--- config.mk ---
export PLATFORM = sky130hd
export DESIGN_NAME = banked_regfile
export DESIGN_NICKNAME = d
export VERILOG_FILES = /design/src/rtl/rf_pkg.sv /design/src/rtl/rf_phys_map.sv /design/src/rtl/rf_write_merge.sv /design/src/rtl/rf_read_fmt.sv /design/src/rtl/rf_storage.sv /design/src/rtl/banked_regfile.sv
export SDC_FILE = /design/constraint.sdc
export NUM_CORES = 1
export LEC_CHECK = 0
export ABC_CLOCK_PERIOD_IN_PS = 2150
export BUFFER_PORTS_ARGS = -buffer_cell sky130_fd_sc_hd__buf_2
export CORE_MARGIN = 10
export CORE_UTILIZATION = 45
export CTS_BUF_LIST = sky130_fd_sc_hd__clkbuf_8
export DETAILED_ROUTE_END_ITERATION = 16
export GPL_TIMING_DRIVEN = 1
export PLACE_DENSITY_LB_ADDON = 0.25
export SYNTH_ARGS = -nofsm -noshare
export SYNTH_HDL_FRONTEND = slang
export SYNTH_SLANG_ARGS = --single-unit
--- constraint.sdc ---
create_clock -name clk -period 2.15 [get_ports clk]
set_clock_uncertainty 0.15 [all_clocks]
set_input_delay 0.1075 -clock clk [delete_from_list [all_inputs] [get_ports clk]]
set_output_delay 0.1075 -clock clk [all_outputs]
set_load 0.01 [all_outputs]
--- src/rtl/rf_pkg.sv ---
package rf_pkg;
  typedef enum logic [1:0] {
    SZ_BYTE  = 2'b00,
    SZ_WORD  = 2'b01,
    SZ_LONG  = 2'b10,
    SZ_LONG2 = 2'b11
  } rf_size_e;

  localparam logic CLS_DATA = 1'b0;
  localparam logic CLS_ADDR = 1'b1;
endpackage

--- src/rtl/rf_phys_map.sv ---
module rf_phys_map #(
  parameter int NREG = 8,
  parameter int IW   = $clog2(NREG),
  parameter int PW   = $clog2(2 * NREG + 1)
) (
  input  logic          cls,
  input  logic [IW-1:0] idx,
  input  logic          sup,
  output logic [PW-1:0] phys
);
  localparam int USP = 2 * NREG - 1;
  localparam int SSP = 2 * NREG;

  always_comb begin
    if (cls == rf_pkg::CLS_DATA)
      phys = PW'(idx);
    else if (idx == IW'(NREG - 1))
      phys = sup ? PW'(SSP) : PW'(USP);
    else
      phys = PW'(NREG) + PW'(idx);
  end
endmodule

--- src/rtl/rf_write_merge.sv ---
module rf_write_merge #(
  parameter int DW = 32
) (
  input  logic [DW-1:0] old_val,
  input  logic [DW-1:0] din,
  input  logic [1:0]    size,
  input  logic          sext,
  output logic [DW-1:0] merged
);
  import rf_pkg::*;

  always_comb begin
    unique case (rf_size_e'(size))
      SZ_BYTE: merged = sext ? {{(DW-8){din[7]}}, din[7:0]}
                             : {old_val[DW-1:8], din[7:0]};
      SZ_WORD: merged = sext ? {{(DW-16){din[15]}}, din[15:0]}
                             : {old_val[DW-1:16], din[15:0]};
      default: merged = din;
    endcase
  end
endmodule

--- src/rtl/rf_read_fmt.sv ---
module rf_read_fmt #(
  parameter int DW = 32
) (
  input  logic [DW-1:0] raw,
  input  logic [1:0]    size,
  output logic [DW-1:0] dout
);
  import rf_pkg::*;

  always_comb begin
    unique case (rf_size_e'(size))
      SZ_BYTE: dout = {{(DW-8){1'b0}}, raw[7:0]};
      SZ_WORD: dout = {{(DW-16){1'b0}}, raw[15:0]};
      default: dout = raw;
    endcase
  end
endmodule

--- src/rtl/rf_storage.sv ---
module rf_storage #(
  parameter int DW    = 32,
  parameter int NPHYS = 17,
  parameter int PW    = $clog2(NPHYS)
) (
  input  logic          clk,
  input  logic          rst,
  input  logic          w_en,
  input  logic [PW-1:0] w_idx,
  input  logic [DW-1:0] w_val,
  output logic [DW-1:0] w_old,
  input  logic [PW-1:0] a_idx,
  output logic [DW-1:0] a_val,
  input  logic [PW-1:0] b_idx,
  output logic [DW-1:0] b_val
);
  localparam int SSP = NPHYS - 1;
  localparam int USP = NPHYS - 2;

  logic [DW-1:0] regs [NPHYS];

  for (genvar g = 0; g < NPHYS; g++) begin : g_reg
    always_ff @(posedge clk) begin
      if (rst)
        regs[g] <= '0;
      else if (w_en && w_idx == PW'(g))
        regs[g] <= w_val;
    end
  end

  assign w_old = regs[w_idx];
  assign a_val = regs[a_idx];
  assign b_val = regs[b_idx];

  // the cycle after reset, both stack pointers and a data register are zero
  assert_reset_clear_R1: assert property (@(posedge clk) disable iff (rst)
    $past(rst) |-> (regs[SSP] == '0 && regs[USP] == '0 && regs[0] == '0));

  // a write aimed elsewhere leaves each stack pointer copy alone
  assert_ssp_hold_R5: assert property (@(posedge clk) disable iff (rst)
    (w_idx != PW'(SSP) || !w_en) |=> $stable(regs[SSP]));
  assert_usp_hold_R5: assert property (@(posedge clk) disable iff (rst)
    (w_idx != PW'(USP) || !w_en) |=> $stable(regs[USP]));

  // nothing changes while write is disabled
  assert_idle_hold_R10: assert property (@(posedge clk) disable iff (rst)
    !w_en |=> ($stable(regs[0]) && $stable(regs[SSP])));
endmodule

--- src/rtl/banked_regfile.sv ---
module banked_regfile #(
  parameter int DW    = 32,
  parameter int NREG  = 8,
  parameter int EXT_W = 24,
  parameter int IW    = $clog2(NREG)
) (
  input  logic             clk,
  input  logic             rst,
  input  logic             sup_mode,
  input  logic             wr_en,
  input  logic             wr_cls,
  input  logic [IW-1:0]    wr_idx,
  input  logic [1:0]       wr_size,
  input  logic             wr_sext,
  input  logic [DW-1:0]    wr_data,
  input  logic             ra_cls,
  input  logic [IW-1:0]    ra_idx,
  input  logic [1:0]       ra_size,
  output logic [DW-1:0]    ra_data,
  output logic [EXT_W-1:0] ra_addr,
  input  logic             rb_cls,
  input  logic [IW-1:0]    rb_idx,
  input  logic [1:0]       rb_size,
  output logic [DW-1:0]    rb_data
);
  localparam int NPHYS = 2 * NREG + 1;
  localparam int PW    = $clog2(NPHYS);

  logic [PW-1:0] w_phys, a_phys, b_phys;
  logic [DW-1:0] w_old, w_val, a_raw, b_raw;

  rf_phys_map #(.NREG(NREG), .IW(IW), .PW(PW)) u_map_w (
    .cls(wr_cls), .idx(wr_idx), .sup(sup_mode), .phys(w_phys));
  rf_phys_map #(.NREG(NREG), .IW(IW), .PW(PW)) u_map_a (
    .cls(ra_cls), .idx(ra_idx), .sup(sup_mode), .phys(a_phys));
  rf_phys_map #(.NREG(NREG), .IW(IW), .PW(PW)) u_map_b (
    .cls(rb_cls), .idx(rb_idx), .sup(sup_mode), .phys(b_phys));

  rf_write_merge #(.DW(DW)) u_merge (
    .old_val(w_old), .din(wr_data), .size(wr_size), .sext(wr_sext),
    .merged(w_val));

  rf_storage #(.DW(DW), .NPHYS(NPHYS), .PW(PW)) u_store (
    .clk(clk), .rst(rst), .w_en(wr_en), .w_idx(w_phys), .w_val(w_val),
    .w_old(w_old), .a_idx(a_phys), .a_val(a_raw), .b_idx(b_phys),
    .b_val(b_raw));

  rf_read_fmt #(.DW(DW)) u_fmt_a (.raw(a_raw), .size(ra_size), .dout(ra_data));
  rf_read_fmt #(.DW(DW)) u_fmt_b (.raw(b_raw), .size(rb_size), .dout(rb_data));

  assign ra_addr = a_raw[EXT_W-1:0];

  // long sizes pass the operand through whole
  assert_long_full_R2: assert property (@(posedge clk) disable iff (rst)
    (wr_en && wr_size[1]) |-> (w_val == wr_data));

  // plain narrow writes keep the stored upper bits
  assert_keep_byte_R3: assert property (@(posedge clk) disable iff (rst)
    (wr_en && wr_size == 2'b00 && !wr_sext) |-> (w_val[DW-1:8] == w_old[DW-1:8]));
  assert_keep_word_R3: assert property (@(posedge clk) disable iff (rst)
    (wr_en && wr_size == 2'b01 && !wr_sext) |-> (w_val[DW-1:16] == w_old[DW-1:16]));

  // sign-extending writes fill the upper bits from the operand's top bit
  assert_sext_byte_R4: assert property (@(posedge clk) disable iff (rst)
    (wr_en && wr_size == 2'b00 && wr_sext) |-> (w_val[DW-1:8] == {(DW-8){wr_data[7]}}));
  assert_sext_word_R4: assert property (@(posedge clk) disable iff (rst)
    (wr_en && wr_size == 2'b01 && wr_sext) |-> (w_val[DW-1:16] == {(DW-16){wr_data[15]}}));

  // the external address follows port A's long value
  assert_ext_addr_R8: assert property (@(posedge clk) disable iff (rst)
    (ra_size[1]) |-> (ra_addr == ra_data[EXT_W-1:0]));
endmodule

==> run summary <==
Post-DP HPWL: 135500 µm
R2R cell count: 8
Slew Limit Fails: 0
Maximum vdd drop: 0.5988 mV
Mapped Area: 33970 µm²
R2r startpoint: u_store.regs[11][18]
CP startpoint kind: register
Post-synth EDFFs: 544
Row count: 100
Die Y-Extent: 294.7 µm
Final WS setup: -0.7532 ns
Max_slew headroom: 23.31%
Worst setup EP type: primary output
Nets: 4221
Ports: 143
Synth warn: 0
First-pass GRT wire length: 266900 µm
Worst skew pair latency: 0.78 ns
RSZ-0062 raised after global routing: true
Core ar.: 74700 µm²
Die area: 86870 µm²
Hold Path Stages: 4
Htree depth: 3
Post-Route WL: 196400 µm
Worst-path clk slew: 0.07 ns
Synthesized instance count: 3353
Worst path cell trace: nor2b_4, mux4_2, a32oi_2, o21ai_1, a221o_1, nor2b_1, buf_2
1st-iter DRT viols: 5980
Total grt overflow: 0
Synth unique cells: 78
Register area share after synthesis: 48.09%
Vias in the first global route: 35305
Critical Path RT: 1.89 ns
Hold Crit Start: wr_idx[0]
TritonCTS clock tree: yes
Hold Vio Cnt, Final: 0
TNS Setup: -37.14 ns
Regs by FF count: u_store.regs (544)
Tcrit/Tclk final: 135.0%
Die Wd: 294.7 µm
Maximum cell stage delay along the critical path: 0.47 ns
GPL Wtd Cong: 1.072
Total GRT Usage: 43.42%
Worst-margin pin slew: 1.150 ns
Async SR Flop Fraction: 0%
Initial Utilization: 45.47%
Initial antenna violation count: 5
Final setup fails: 209
Failing checks: negative setup slack
Critical Path Source: u_store.regs[15][11]
Top cell family by delay on the critical path: compound AO/OA/AOI/OAI gates
Top FF cell, synth: edfxtp_1
Fill count: 6032
Setup slack at placement: -0.6820 ns
Area grow syn2layout: 41.64%
Worst-path maximum fanout: 2
Cell Pwr Density: 627.7 nW/µm²
Share of layout cells above drive strength 1: 39.52%
Worst Hold Slack: 0.07255 ns
Sequential cell area: 16340 µm²
Crit path DAT: 2.65 ns
Port buffer count: 142
Critical path class: reg2out
Synthesized area per cell: 10.13 µm²
Router iterations before antenna repair: 7
Levels on crit path: 7
Syn_nets: 3408
Routed vias: 37286
Detailed-route DRC error count: 0
Leak: 0.01886 µW
Type of the worst min-delay path: in2reg
CTS Buf Count: 98
CTS max path bufs: 3
Largest register FFs: 544
Largest net degree at the start of global routing: 43
Fin crit period: 2.903 ns
Root buf cell: clkbuf_8
Routed WL per cell: 37.64 µm
Outcome: finished, violations left
Power Total: 30200 µW
Max cap viols: 0
Slowest stage cell on the critical path: mux4_2
Vias/cell: 7.147
Maximum clock frequency: 0.3444 GHz
Area of the multi-input gates: 18130 µm²
Post-DRT Antenna Nets: 0
Yosys reg bits: 544
Clk sinks: 544
Top reg by flops: u_store.regs
CP bufs+invs: 1
timing repair:
item                                    4_1_cts  5_1_grt
hold endpoints to repair                    624        0
cloned                                        2        4
resized for setup                           319      256
pin swaps                                   181      156
endpoints found under the setup margin      267      317
hold buffers                                 40        0
buffers inserted                            113       69
per-layer routing:
layer | global-route usage (%) | routed length, µm | vias to the layer above
li1 | - | - | 14662
met4 | 28.50 | 15640 | 4
met1 | 55.95 | 70270 | 18092
met5 | 0.2320 | 26 | -
met3 | 13.61 | 29380 | 901
met2 | 62.05 | 81060 | 3627
through the flow:
stage | utilization (%) | cells | cell area, µm²
after global routing | 64.40 | 5215 | 48110
after floorplan | - | 3353 | 34090
after detailed placement | 55.95 | 4828 | 41790
after CTS | 62.07 | 5153 | 46360
final | 64.41 | 5217 | 48110
after global placement | 55.95 | 4828 | 41790
tightest hold or removal path: cells and delay by family:
family / cells / cell delay (ns)
and+or+nand+nor: 2 / 0.35
buffers and inverters: 2 / 0.36
logic make-up (layout without fill, tap and decap cells):
| group | Yosys count | count (layout) | synth area share [%] |
|---|---|---|---|
| mux | 261 | 261 | 9.887 |
| flops | 544 | 544 | 48.09 |
| other cells | 0 | 5 | 0 |
| buf+inv | 390 | 1279 | 5.330 |
| compound gates | 1012 | 1012 | 20.74 |
| simple gates | 1146 | 1147 | 15.95 |
where the power goes:
part | internal [µW] | switching (µW) | total [µW]
clock | 4930 | 4940 | 9870
sequential | 12200 | 419 | 12600
combinational | 3160 | 4570 | 7730
total | 20300 | 9930 | 30200
layout make-up:
cell class                      instances  area share (%)
Antenna cell                            5         0.02601
Clock buffer                           98           2.803
Clock inverter                         79           1.126
Inverter                               48          0.3771
Multi-Input combinational cell       2420           37.68
Sequential cell                       544           33.95
Tap cell                              969           2.520
Timing Repair Buffer                 1054           21.52
cell usage in the layout, fill, tap and decap left out, types with 55 or more instances in the layout:
| cell type | instances |
|---|---|
| a31oi_1 | 70 |
| buf_2 | 103 |
| o221ai_1 | 55 |
| o22ai_1 | 58 |
| buf_4 | 650 |
| a21oi_1 | 126 |
| nor3_1 | 160 |
| clkbuf_8 | 98 |
| nor2_1 | 286 |
| mux2i_1 | 145 |
| buf_12 | 173 |
| and2_1 | 82 |
| and3_1 | 65 |
| edfxtp_1 | 544 |
| inv_1 | 62 |
| buf_6 | 78 |
| nand2_1 | 266 |
| o21ai_0 | 131 |
worst paths after layout:
| check | endpoint | slack [ns] |
|---|---|---|
| worst max-delay path | ra_data[11] | -0.75 |
| worst min-delay path | u_store.regs[11][23] | 0.07 |
| worst max register to register | u_store.regs[13][18] | -0.15 |
| worst min register to register | u_store.regs[16][9] | 0.72 |
Yosys cell counts, types with 13 or more instances:
cell type	number	area [µm²]
o21ai_0	184	920.9
and3_1	70	437.9
nor2_1	316	1186
or3_1	42	262.8
o221ai_1	70	613.1
nand3_1	62	310.3
mux2i_1	151	1511
a21oi_1	180	900.9
nor2b_1	60	375.4
buf_2	94	470.5
o22a_1	13	113.9
buf_1	28	105.1
a221o_1	21	210.2
nand2_1	274	1028
nand2b_1	16	100.1
mux2_2	55	619.3
a31o_2	18	157.7
buf_4	29	217.7
buf_6	16	180.2
clkbuf_1	175	656.9
edfxtp_1	544	16340
mux4_2	54	1216
inv_1	44	165.2
a221oi_1	65	569.3
a31oi_1	88	550.5
nor3_1	179	895.9
a211oi_1	92	690.7
and2_1	85	531.8
o211ai_1	25	187.7
nand4_1	22	137.6
o22ai_1	69	431.7
a22oi_1	25	187.7
a2bb2oi_1	38	332.8
No activity file was read; power rests on OpenSTA's default activity.
